<file path="src/rtl/adc_poll_pkg.sv">
package adc_poll_pkg;

  typedef enum logic [3:0] {
    ST_IDLE,
    ST_PRESTOP,
    ST_START,
    ST_ADDR,
    ST_ADDR_ACK,
    ST_RD_HI,
    ST_HI_ACK,
    ST_RD_LO,
    ST_LO_ACK,
    ST_STOP
  } seq_state_e;

  // device code 1001, address 101, read
  localparam logic [7:0] TGT_ADDR_RD = 8'h9B;

  function automatic int calc_divider(int fclk_hz, int rate_hz);
    return (fclk_hz / rate_hz) / 4 - 1;
  endfunction

endpackage

</file>
<file path="src/rtl/aqm_tick_gen.sv">
module aqm_tick_gen #(
  parameter int DIV_W = 8
) (
  input  logic             clk_i,
  input  logic             rst_ni,
  input  logic             clr_i,
  input  logic [DIV_W-1:0] div_i,
  output logic             tick_o
);

  logic [DIV_W-1:0] cnt_q;
  logic             wrap;

  assign wrap   = (cnt_q == div_i);
  assign tick_o = wrap && !clr_i;

  always_ff @(posedge clk_i or negedge rst_ni) begin
    if (!rst_ni)      cnt_q <= '0;
    else if (clr_i)   cnt_q <= '0;
    else if (wrap)    cnt_q <= '0;
    else              cnt_q <= cnt_q + 1'b1;
  end

endmodule

</file>
<file path="src/rtl/aqm_seq.sv">
module aqm_seq
  import adc_poll_pkg::*;
#(
  parameter int CNT_W    = 4,
  parameter int DEF_CONV = 3
) (
  input  logic             clk_i,
  input  logic             rst_ni,
  input  logic             start_i,
  input  logic             cont_mode_i,
  input  logic [CNT_W-1:0] conv_count_i,
  input  logic             tick_i,
  input  logic             sda_i,
  output logic             clr_tick_o,
  output logic             scl_o,
  output logic             sda_oe_o,
  output logic             busy_o,
  output seq_state_e       state_o,
  output logic             shift_o,
  output logic             hi_done_o,
  output logic             lo_done_o,
  output logic             ack_err_o
);

  localparam logic [CNT_W-1:0] DEF_CNT = CNT_W'(DEF_CONV);
  localparam logic [CNT_W-1:0] ONE_CNT = CNT_W'(1);

  seq_state_e       state_q, state_d;
  logic [1:0]       phase_q, phase_d;
  logic [2:0]       bit_q, bit_d;
  logic [CNT_W-1:0] left_q, left_d;
  logic             scl_q, oe_q, ack_bad_q, ack_err_q;
  logic             scl_d, oe_d, keep_d;
  logic             start_go, upd, sample_now, rx_bit;

  assign busy_o     = (state_q != ST_IDLE);
  assign start_go   = !busy_o && start_i;
  assign clr_tick_o = start_go;
  assign upd        = start_go || (tick_i && busy_o);
  // SCL rises on this edge
  assign sample_now = tick_i && (phase_q == 2'd1);
  assign rx_bit     = (state_q == ST_RD_HI) || (state_q == ST_RD_LO);

  assign shift_o   = sample_now && rx_bit;
  assign hi_done_o = shift_o && (state_q == ST_RD_HI) && (bit_q == 3'd0);
  assign lo_done_o = shift_o && (state_q == ST_RD_LO) && (bit_q == 3'd0);

  assign scl_o     = scl_q;
  assign sda_oe_o  = oe_q;
  assign ack_err_o = ack_err_q;
  assign state_o   = state_q;

  always_comb begin
    state_d = state_q;
    phase_d = phase_q;
    bit_d   = bit_q;
    left_d  = left_q;
    if (start_go) begin
      state_d = ST_PRESTOP;
      phase_d = 2'd0;
      bit_d   = 3'd7;
      if (!cont_mode_i)              left_d = ONE_CNT;
      else if (conv_count_i == '0)   left_d = DEF_CNT;
      else                           left_d = conv_count_i;
    end else if (tick_i && busy_o) begin
      phase_d = phase_q + 2'd1;
      if (phase_q == 2'd3) begin
        unique case (state_q)
          ST_PRESTOP: state_d = ST_START;
          ST_START: begin
            state_d = ST_ADDR;
            bit_d   = 3'd7;
          end
          ST_ADDR: begin
            if (bit_q == 3'd0) state_d = ST_ADDR_ACK;
            else               bit_d   = bit_q - 3'd1;
          end
          ST_ADDR_ACK: begin
            if (ack_bad_q) state_d = ST_STOP;
            else begin
              state_d = ST_RD_HI;
              bit_d   = 3'd7;
            end
          end
          ST_RD_HI: begin
            if (bit_q == 3'd0) state_d = ST_HI_ACK;
            else               bit_d   = bit_q - 3'd1;
          end
          ST_HI_ACK: begin
            state_d = ST_RD_LO;
            bit_d   = 3'd7;
          end
          ST_RD_LO: begin
            if (bit_q == 3'd0) state_d = ST_LO_ACK;
            else               bit_d   = bit_q - 3'd1;
          end
          ST_LO_ACK: begin
            if (left_q > ONE_CNT) begin
              state_d = ST_RD_HI;
              bit_d   = 3'd7;
              left_d  = left_q - ONE_CNT;
            end else begin
              state_d = ST_STOP;
            end
          end
          ST_STOP: state_d = ST_IDLE;
          default: state_d = ST_IDLE;
        endcase
      end
    end
  end

  // line levels for the next (state, phase); phase 0 holds SDA while SCL falls
  always_comb begin
    scl_d  = (phase_d >= 2'd2);
    oe_d   = 1'b0;
    keep_d = (phase_d == 2'd0);
    unique case (state_d)
      ST_IDLE: begin
        scl_d  = 1'b1;
        keep_d = 1'b0;
      end
      ST_PRESTOP, ST_STOP: oe_d = (phase_d == 2'd1) || (phase_d == 2'd2);
      ST_START: begin
        scl_d  = 1'b1;
        oe_d   = (phase_d >= 2'd2);
        keep_d = 1'b0;
      end
      ST_ADDR:    oe_d = !TGT_ADDR_RD[bit_d];
      ST_HI_ACK:  oe_d = 1'b1;
      ST_LO_ACK:  oe_d = (left_d > ONE_CNT);
      default:    oe_d = 1'b0;
    endcase
  end

  always_ff @(posedge clk_i or negedge rst_ni) begin
    if (!rst_ni) begin
      state_q   <= ST_IDLE;
      phase_q   <= '0;
      bit_q     <= '0;
      left_q    <= '0;
      scl_q     <= 1'b1;
      oe_q      <= 1'b0;
      ack_bad_q <= 1'b0;
      ack_err_q <= 1'b0;
    end else begin
      state_q <= state_d;
      phase_q <= phase_d;
      bit_q   <= bit_d;
      left_q  <= left_d;
      if (upd) begin
        scl_q <= scl_d;
        if (!keep_d) oe_q <= oe_d;
      end
      if (sample_now && state_q == ST_ADDR_ACK) begin
        ack_bad_q <= sda_i;
        if (sda_i) ack_err_q <= 1'b1;
      end
    end
  end

endmodule

</file>
<file path="src/rtl/aqm_rx_assemble.sv">
module aqm_rx_assemble #(
  parameter int RES_W = 12
) (
  input  logic             clk_i,
  input  logic             rst_ni,
  input  logic             shift_i,
  input  logic             hi_done_i,
  input  logic             lo_done_i,
  input  logic             bit_i,
  output logic [7:0]       hi_o,
  output logic [7:0]       lo_o,
  output logic [RES_W-1:0] result_o,
  output logic             valid_o
);

  localparam int HI_W = RES_W - 8;

  logic [6:0]       sr_q;
  logic [7:0]       byte_d;
  logic [7:0]       hi_q, lo_q;
  logic [RES_W-1:0] res_q;
  logic             valid_q;

  assign byte_d = {sr_q, bit_i};

  always_ff @(posedge clk_i or negedge rst_ni) begin
    if (!rst_ni) begin
      sr_q    <= '0;
      hi_q    <= '0;
      lo_q    <= '0;
      res_q   <= '0;
      valid_q <= 1'b0;
    end else begin
      valid_q <= lo_done_i;
      if (shift_i)   sr_q <= byte_d[6:0];
      if (hi_done_i) hi_q <= byte_d;
      if (lo_done_i) begin
        lo_q  <= byte_d;
        res_q <= {hi_q[HI_W-1:0], byte_d};
      end
    end
  end

  assign hi_o     = hi_q;
  assign lo_o     = lo_q;
  assign result_o = res_q;
  assign valid_o  = valid_q;

endmodule

</file>
<file path="src/rtl/adc_poll_master.sv">
module adc_poll_master
  import adc_poll_pkg::*;
#(
  parameter int CNT_W    = 4,
  parameter int DEF_CONV = 3,
  parameter int DIV_W    = 8,
  parameter int RES_W    = 12
) (
  input  logic             clk_i,
  input  logic             rst_ni,
  input  logic             start_i,
  input  logic             cont_mode_i,
  input  logic [CNT_W-1:0] conv_count_i,
  input  logic [DIV_W-1:0] div_i,
  input  logic             sda_i,
  output logic             scl_o,
  output logic             sda_oe_o,
  output logic             busy_o,
  output logic [RES_W-1:0] result_o,
  output logic [7:0]       high_byte_o,
  output logic [7:0]       low_byte_o,
  output logic             result_valid_o,
  output logic             ack_err_o
);

  logic       tick, clr_tick, shift, hi_done, lo_done;
  seq_state_e state_w;

  aqm_tick_gen #(.DIV_W(DIV_W)) i_tick (
    .clk_i  (clk_i),
    .rst_ni (rst_ni),
    .clr_i  (clr_tick),
    .div_i  (div_i),
    .tick_o (tick)
  );

  aqm_seq #(.CNT_W(CNT_W), .DEF_CONV(DEF_CONV)) i_seq (
    .clk_i        (clk_i),
    .rst_ni       (rst_ni),
    .start_i      (start_i),
    .cont_mode_i  (cont_mode_i),
    .conv_count_i (conv_count_i),
    .tick_i       (tick),
    .sda_i        (sda_i),
    .clr_tick_o   (clr_tick),
    .scl_o        (scl_o),
    .sda_oe_o     (sda_oe_o),
    .busy_o       (busy_o),
    .state_o      (state_w),
    .shift_o      (shift),
    .hi_done_o    (hi_done),
    .lo_done_o    (lo_done),
    .ack_err_o    (ack_err_o)
  );

  aqm_rx_assemble #(.RES_W(RES_W)) i_rx (
    .clk_i     (clk_i),
    .rst_ni    (rst_ni),
    .shift_i   (shift),
    .hi_done_i (hi_done),
    .lo_done_i (lo_done),
    .bit_i     (sda_i),
    .hi_o      (high_byte_o),
    .lo_o      (low_byte_o),
    .result_o  (result_o),
    .valid_o   (result_valid_o)
  );

endmodule

</file>
<file path="config.mk">
export PLATFORM = sky130hd
export DESIGN_NAME = adc_poll_master
export DESIGN_NICKNAME = d
export VERILOG_FILES = /design/src/rtl/adc_poll_pkg.sv /design/src/rtl/aqm_tick_gen.sv /design/src/rtl/aqm_seq.sv /design/src/rtl/aqm_rx_assemble.sv /design/src/rtl/adc_poll_master.sv
export SDC_FILE = /design/constraint.sdc
export NUM_CORES = 1
export LEC_CHECK = 0
export BUFFER_PORTS_ARGS = -buffer_cell sky130_fd_sc_hd__buf_2
export CAP_MARGIN = 25
export CORE_MARGIN = 2
export CORE_UTILIZATION = 50
export DETAILED_ROUTE_END_ITERATION = 8
export PLACE_DENSITY = 0.77
export SLEW_MARGIN = 5
export SYNTH_ARGS = -nofsm -noshare
export SYNTH_HDL_FRONTEND = slang
export SYNTH_SLANG_ARGS = --single-unit
</file>
<file path="constraint.sdc">
create_clock -name clk_i -period 3.3 [get_ports clk_i]
set_input_delay 0.495 -clock clk_i [delete_from_list [all_inputs] [get_ports clk_i]]
set_output_delay 0.495 -clock clk_i [all_outputs]
set_load 0.1 [all_outputs]
</file>
==> summary.md, run 1 <==
Power
- **maximum vdd ir drop** 340 uV
- **leakage power figure** 1.66 nW
- **Power per Cell Area** 472 nW/um^2
- **Total Power Consumption** 1.58 mW

STA
- **period utilization** 83.3%
- **highest clock rate** 0.364 GHz
- **final-report max-slew violation count** 0
- **unrepaired setup endpoints after global routing** no
- **final count of negative-setup-slack endpoints** 0
- **actual transition at the worst max-transition pin** 0.816 ns
- **min setup slack post-route** 0.551 ns
- **worst clock skew on the final layout** 0.00538 ns
- **worst-case headroom to the max-slew limit** 45.6%
- **final hold violation count** 0
- **shortest period the worst path allows** 2.75 ns
- **final-layout setup total negative slack** 0 ns

Drt
- **post-route DRC violation count** 0
- **Avg WL per Cell** 14.3 um
- **Final ANT Viol Nets** 0
- **number of iterations in the first detailed-routing pass** 4
- **Avg Vias per Cell** 5.44
- **drt total wl** 5660 um
- **Iter 0 DRT Violations** 74
- **via count** 2150

GRT
- **via count of the first global-routing pass** 2020
- **leftover overflow at the end of global routing** 0
- **total global-route track usage** 18.8%
- **antenna violations before repair** 0
- **maximum number of pins on one net before global-route repair** 37
- **first-pass GRT wire length** 9580 um

Floorplanning
- **initial core utilization** 51.0%
- **io pins** 50
- **area enclosed by the die boundary** 6610 um^2
- **Vert. Die Dim** 81.3 um
- **std cell rows** 28
- **floorplan die width** 81.3 um
- **area of the core region** 5850 um^2

Cells and area
- **area growth from synthesis to layout** 12.0%
- **proportion of layout cells with a drive suffix above 1** 29.4%
- **number of fillers in the final layout** 490
- **number of nets in the final layout** 346
- **post-route core utilization** 57.2%
- **final design instance area without fill** 3350 um^2
- **number of diodes** 0

Synth
- **number of synthesized flops with an enable pin** 0
- **biggest area consumer among synthesized cells** dfrtp_1
- **most common library cells after synthesis** 52 x dfrtp_1, 19 x nand2_1, 19 x nor2_1, 16 x mux2_2, 15 x inv_1
- **share of the synthesized area in the top cell type** 43.6%
- **library cell with the highest instance count after synthesis** dfrtp_1
- **number of unique standard cell types used by synthesis** 57
- **per-instance average area after synthesis** 10.9 um^2
- **synthesized instance count** 273
- **netlist area before placement** 2990 um^2
- **top cells by area, synth** dfrtp_1 44%, mux2_2 6.0%, mux2_1 5.3%
- **number of warnings reported in the yosys synthesis log** 0
- **FFs w/ async S/R, synth** 100%
- **Main synth FF type** dfrtp_1
- **Post-Synthesis Net Count** 300
- **number of synthesized register bits** 53
- **share of synthesized area occupied by flip-flops and latches** 44.4%

Clock tree
- **clk sink count** 53
- **TritonCTS Buffers** 5
- **setup repair bufs after CTS** 0
- **H-Tree Level Count** 2
- **Bufs on Longest Clock Path** 2
- **Clock Pin Slew Worst Setup and Hold Paths** 0.10 ns
- **Resize count post-CTS** 0
- **clock network latency to the later pin of the worst-skew pair** 0.31 ns
- **clock tree from TritonCTS** yes
- **hold_buf cts** 0
- **clock root buffer** clkbuf_8

Place
- **cell area reported after detailed placement** 3260 um^2
- **weighted congestion reported at the end of routability-driven placement** 0.923
- **sum of net half-perimeters after detailed placement** 4290 um
- **count of buffers inserted at the top-level ports** 49
- **post-placement setup slack** 0.421 ns

Critical path
- **worst path arrival time** 2.98 ns
- **maximum fanout encountered on the critical timing path** 11
- **Worst Setup End Kind** flop
- **kind of launch point of the worst setup path** flop
- **Crit Path Class** flop to flop
- **Critical R2R Capture** i_seq.sda_oe_o
- **slack of the worst reg-to-reg path** 0.55 ns
- **Reg2Reg Depth** 11
- **launch instance of the worst register-to-register path** i_seq.state_o[1]
- **required time worst endpoint** 3.53 ns

Outcome
- **run status** completed

Job
- **number of maximum-capacitance constraint violations** 0

Min path
- **Min-Delay Path Class** primary input to asynchronous set/reset pin

[routing by layer]
| layer | up-vias | routed length, um | track usage, % |
|---|---|---|---|
| li1 | 1053 | - | - |
| met1 | 1017 | 2680 | 25.5 |
| met2 | 71 | 2590 | 29.8 |
| met3 | 9 | 292 | 3.67 |
| met4 | 0 | 91 | 7.12 |
| met5 | - | 0 | 0 |
[worst max path at each step]
| stage | start | endpoint | slack (ns) | depth (start not counted) |
|---|---|---|---|---|
| 3_5_place_dp | div_i[7] | i_seq.sda_oe_o | 0.42 | 13 |
| 2_1_floorplan | div_i[7] | i_seq.sda_oe_o | 0.56 | 12 |
| 3_3_place_gp | div_i[7] | i_seq.sda_oe_o | 0.52 | 13 |
| 5_1_grt | i_tick.cnt_q[7] | i_seq.sda_oe_o | 0.28 | 12 |
| 4_1_cts | i_tick.cnt_q[7] | i_seq.sda_oe_o | 0.56 | 12 |
| 6_report | i_seq.state_o[1] | i_seq.sda_oe_o | 0.55 | 11 |
[report_power, final]
part	internal, mW	total, mW	switching, mW
clock network	0.150	0.369	0.219
registers	0.713	0.793	0.0808
logic	0.152	0.417	0.265
total	1.01	1.58	0.565
[layout by cell type (no fill, tap or decap), drive strengths merged, types with 2 or more instances in the layout]
| master | instances |
|---|---|
| nand3b | 4 |
| or3 | 3 |
| clkbuf | 6 |
| nor2 | 20 |
| a21oi | 12 |
| ha | 10 |
| mux2i | 5 |
| and3 | 2 |
| clkinvlp | 2 |
| nor3b | 2 |
| nand2b | 4 |
| nor3 | 7 |
| inv | 15 |
| o21a | 3 |
| or2 | 2 |
| o21ai | 8 |
| nor4b | 2 |
| a31oi | 2 |
| nand3 | 9 |
| mux2 | 30 |
| buf | 55 |
| a22o | 2 |
| nand2 | 19 |
| nand4 | 4 |
| xnor2 | 11 |
| o31ai | 2 |
| xor2 | 5 |
| dfrtp | 52 |
| nor4 | 6 |
[cell families (layout without fill, tap and decap cells)]
| family | after synthesis | count (layout) | synth area share (%) |
|---|---|---|---|
| xor+xnor | 16 | 16 | 5.45 |
| simple gates | 89 | 89 | 18.2 |
| flops | 53 | 53 | 44.4 |
| mux | 35 | 35 | 13.0 |
| compound gates | 39 | 39 | 9.09 |
| buf+inv | 31 | 78 | 5.66 |
| fa+ha+maj | 10 | 10 | 4.19 |
[metrics by stage]
step | std cells | hold slack, ns
6_report | 395 | 0.266
5_1_grt | 395 | 0.333
4_1_cts | 395 | 0.297
3_5_place_dp | 387 | 0.466
3_3_place_gp | 387 | 0.462
2_1_floorplan | 273 | 0.199
[critical path, stage by stage (launching register included)]
cell and delay [ns]:
dfrtp_1 0.57, nor4b_4 0.45, o31ai_2 0.17, o31a_1 0.17
o21ai_0 0.10, a21oi_1 0.09, o21ai_0 0.27, ha_1 0.29
inv_1 0.05, mux2i_1 0.06, a211o_1 0.29, a31oi_1 0.16
[registers in the layout, indices dropped and copies added (netlist names), 2 cells and up]
register,count
i_rx.sr_q,7
i_seq.phase_q,2
i_rx.lo_o,7
i_rx.result_o,5
i_tick.cnt_q,8
i_rx.hi_o,8
i_seq.state_o,4
i_seq.bit_q,3
i_seq.left_q,4
[final cells by class]
class / instances / area, um^2 / share of cell area (%)
inverter: 15 / 56.3 / 1.68
multi-input combinational: 189 / 1490 / 44.5
clock inverter: 2 / 15.0 / 0.449
clock buffer: 6 / 72.6 / 2.17
timing repair buffer: 55 / 290 / 8.68
tap: 75 / 93.8 / 2.80
sequential: 53 / 1330 / 39.7
No activity file was read; power rests on OpenSTA's default activity.
==> run 2, diff against run 1 <==
ABC_AREA = 1   (was default)
PLACE_DENSITY = 0.79   (was 0.77)
clock period = 2.22 ns   (was 3.3 ns; I/O delays follow)
==> summary.md, run 2 <==
Synth
- **most common library cells after synthesis** 143 x nand2_1, 57 x inv_1, 52 x dfrtp_1, 33 x nor2_1, 32 x o21ai_0, was 52 x dfrtp_1, 19 x nand2_1, 19 x nor2_1, 16 x mux2_2, 15 x inv_1
- **share of synthesized area occupied by flip-flops and latches** 40.9%, was 44.4%
- **netlist area before placement** 3250 um^2, was 2990 um^2
- **number of warnings reported in the yosys synthesis log** 0, unchanged
- **Post-Synthesis Net Count** 470, was 300
- **synthesized instance count** 443, was 273
- **library cell with the highest instance count after synthesis** nand2_1, was dfrtp_1
- **biggest area consumer among synthesized cells** dfrtp_1, unchanged
- **number of synthesized flops with an enable pin** 0, unchanged
- **share of the synthesized area in the top cell type** 40.1%, was 43.6%
- **Main synth FF type** dfrtp_1, unchanged
- **number of synthesized register bits** 53, unchanged
- **FFs w/ async S/R, synth** 100%, unchanged
- **per-instance average area after synthesis** 7.33 um^2, was 10.9 um^2
- **number of unique standard cell types used by synthesis** 37, was 57
- **top cells by area, synth** dfrtp_1 40%, nand2_1 17%, inv_1 6.6%, was dfrtp_1 44%, mux2_2 6.0%, mux2_1 5.3%

STA
- **shortest period the worst path allows** 2.24 ns, was 2.75 ns
- **actual transition at the worst max-transition pin** 0.688 ns, was 0.816 ns
- **worst clock skew on the final layout** 0.00911 ns, was 0.00538 ns
- **worst-case headroom to the max-slew limit** 54.1%, was 45.6%
- **final-report max-slew violation count** 0, unchanged
- **period utilization** 101%, was 83.3%
- **highest clock rate** 0.446 GHz, was 0.364 GHz
- **min setup slack post-route** -0.0243 ns, was 0.551 ns
- **final-layout setup total negative slack** -0.0243 ns, was 0 ns
- **final count of negative-setup-slack endpoints** 1, was 0
- **unrepaired setup endpoints after global routing** yes, was no
- **final hold violation count** 0, unchanged

Power
- **Power per Cell Area** 830 nW/um^2, was 472 nW/um^2
- **Total Power Consumption** 3.37 mW, was 1.58 mW
- **maximum vdd ir drop** 739 uV, was 340 uV
- **leakage power figure** 2.21 nW, was 1.66 nW

Drt
- **Avg Vias per Cell** 5.09, was 5.44
- **Avg WL per Cell** 12.5 um, was 14.3 um
- **Final ANT Viol Nets** 0, unchanged
- **number of iterations in the first detailed-routing pass** 5, was 4
- **via count** 3116, was 2150
- **Iter 0 DRT Violations** 255, was 74
- **drt total wl** 7640 um, was 5660 um
- **post-route DRC violation count** 0, unchanged

Critical path
- **launch instance of the worst register-to-register path** i_seq.left_q[1], was i_seq.state_o[1]
- **worst path arrival time** 2.47 ns, was 2.98 ns
- **Reg2Reg Depth** 19, was 11
- **Worst Setup End Kind** flop, unchanged
- **kind of launch point of the worst setup path** flop, unchanged
- **required time worst endpoint** 2.44 ns, was 3.53 ns
- **Critical R2R Capture** i_seq.sda_oe_o, unchanged
- **maximum fanout encountered on the critical timing path** 3, was 11
- **Crit Path Class** flop to flop, unchanged
- **slack of the worst reg-to-reg path** -0.02 ns, was 0.55 ns

Cells and area
- **area taken by multi-input logic gates** 1610 um^2, was 1490 um^2
- **most frequent cells in the layout** 140 x nand2_1, 54 x inv_1, 49 x buf_2, was 52 x dfrtp_1, 49 x buf_2, 19 x nor2_1, 19 x nand2_1, 16 x mux2_2
- **number of fillers in the final layout** 526, was 490
- **number of nets in the final layout** 561, was 346
- **proportion of layout cells with a drive suffix above 1** 31.8%, was 29.4%
- **most common cell after layout, fill and taps aside** nand2_1, was dfrtp_1
- **number of diodes** 0, unchanged
- **final design instance area without fill** 4060 um^2, was 3350 um^2
- **register area** 1330 um^2, about the same
- **area growth from synthesis to layout** 25.2%, was 12.0%

Clock tree
- **clock network latency to the later pin of the worst-skew pair** 0.32 ns, was 0.31 ns
- **clock tree from TritonCTS** yes, unchanged
- **Clock Pin Slew Worst Setup and Hold Paths** 0.11 ns, was 0.10 ns
- **Bufs on Longest Clock Path** 2, unchanged
- **clk sink count** 53, unchanged
- **TritonCTS Buffers** 5, unchanged
- **H-Tree Level Count** 2, unchanged
- **clock root buffer** clkbuf_8, unchanged

GRT
- **via count of the first global-routing pass** 3029, was 2020
- **first-pass GRT wire length** 12900 um, was 9580 um
- **maximum number of pins on one net before global-route repair** 54, was 37
- **leftover overflow at the end of global routing** 0, unchanged
- **total global-route track usage** 22.2%, was 18.8%
- **antenna violations before repair** 0, unchanged

Place
- **sum of net half-perimeters after detailed placement** 5660 um, was 4290 um
- **weighted congestion reported at the end of routability-driven placement** 0.957, was 0.923
- **cell area reported after detailed placement** 3830 um^2, was 3260 um^2
- **post-placement setup slack** -0.0841 ns, was 0.421 ns
- **count of buffers inserted at the top-level ports** 49, unchanged

Job
- **number of maximum-capacitance constraint violations** 0, unchanged

Min path
- **Min-Delay Path Class** primary input to asynchronous set/reset pin, unchanged

Floorplanning
- **area of the core region** 6310 um^2, was 5850 um^2
- **floorplan die width** 84.6 um, was 81.3 um
- **Vert. Die Dim** 84.6 um, was 81.3 um
- **initial core utilization** 51.4%, was 51.0%
- **std cell rows** 29, was 28
- **io pins** 50, unchanged
- **area enclosed by the die boundary** 7150 um^2, was 6610 um^2

Outcome
- **violated checks** negative setup slack
- **run status** complete, but fails checks, was completed

[run 2: cell types whose count changed after synthesis, sizes merged, moves of 5 or more]
cell   before  now
xnor2      11    1
inv        15   73
nor4        6    0
mux2i       5    0
nand2      19  148
o21ai       8   39
nand3       9   26
nor2       20   45
mux2       30    0
[run 2: logic make-up (layout without fill, tap and decap cells)]
group	Yosys count	count (layout)	synth area share (%)
AO/OA/AOI/OAI	54	54	9.37
XOR/XNOR	5	5	1.35
flip-flops	53	53	40.9
AND/OR/NAND/NOR	232	232	33.0
buffers and inverters	89	181	11.5
adder cells (fa/ha/maj)	10	10	3.86
[run 2: stage by stage]
step	cells	utilization, %	hold WS, ns
after detailed placement	596	60.6	0.454
after floorplan	443	-	0.0374
final	612	64.3	0.121
after CTS	607	62.9	0.160
after global placement	596	60.6	0.443
after global routing	612	64.3	0.194
[run 2: how the worst max path moves through the flow]
stage	startpoint	endpoint	slack, ns
final	i_seq.left_q[1]	i_seq.sda_oe_o	-0.02
after floorplan	i_seq.state_o[2]	i_seq.sda_oe_o	0.007
after global routing	i_seq.bit_q[0]	i_seq.sda_oe_o	-0.21
after CTS	i_seq.bit_q[0]	i_seq.sda_oe_o	0.001
after global placement	div_i[0]	i_seq.sda_oe_o	0.01
after detailed placement	i_seq.state_o[0]	i_seq.sda_oe_o	-0.08
[run 2: routing by layer]
| metal | up-vias | track usage, % | wire (um) |
|---|---|---|---|
| li1 | 1551 | - | - |
| met1 | 1435 | 28.0 | 3310 |
| met2 | 105 | 37.7 | 3720 |
| met3 | 25 | 3.93 | 408 |
| met4 | 0 | 8.80 | 200 |
| met5 | - | 0 | 0 |
[run 2: cell type report]
class | instances | share of cell area, %
Tap cell | 77 | 2.37
Sequential cell | 53 | 32.8
Timing Repair Buffer | 99 | 15.7
Clock buffer | 5 | 1.69
Clock inverter | 3 | 0.647
Multi-Input combinational cell | 301 | 39.7
Inverter | 74 | 7.08
[run 2: what timing repair did]
action,CTS,global route
resized for setup,13,14
hold buffers,0,0
pin swaps,5,10
endpoints found under the setup margin,1,2
buffers inserted,3,5
[run 2: where the power goes]
group / internal (mW) / switching [mW] / total (mW)
clock: 0.231 / 0.367 / 0.598
sequential: 1.11 / 0.142 / 1.25
combinational: 0.627 / 0.897 / 1.52
[run 2: critical path: stages, from the launching register on]
cell	delay [ns]
dfrtp_1	0.41
inv_1	0.09
ha_1	0.17
inv_1	0.05
nand2_1	0.10
nand2_2	0.09
o21ai_2	0.17
nand4_1	0.14
nand2_1	0.09
o211ai_1	0.15
ha_4	0.31
inv_2	0.02
nand2_1	0.05
nand2_1	0.04
nand2_1	0.05
nand2_1	0.04
nand2_1	0.05
nand2_1	0.05
nand2_1	0.05
nand2_1	0.04
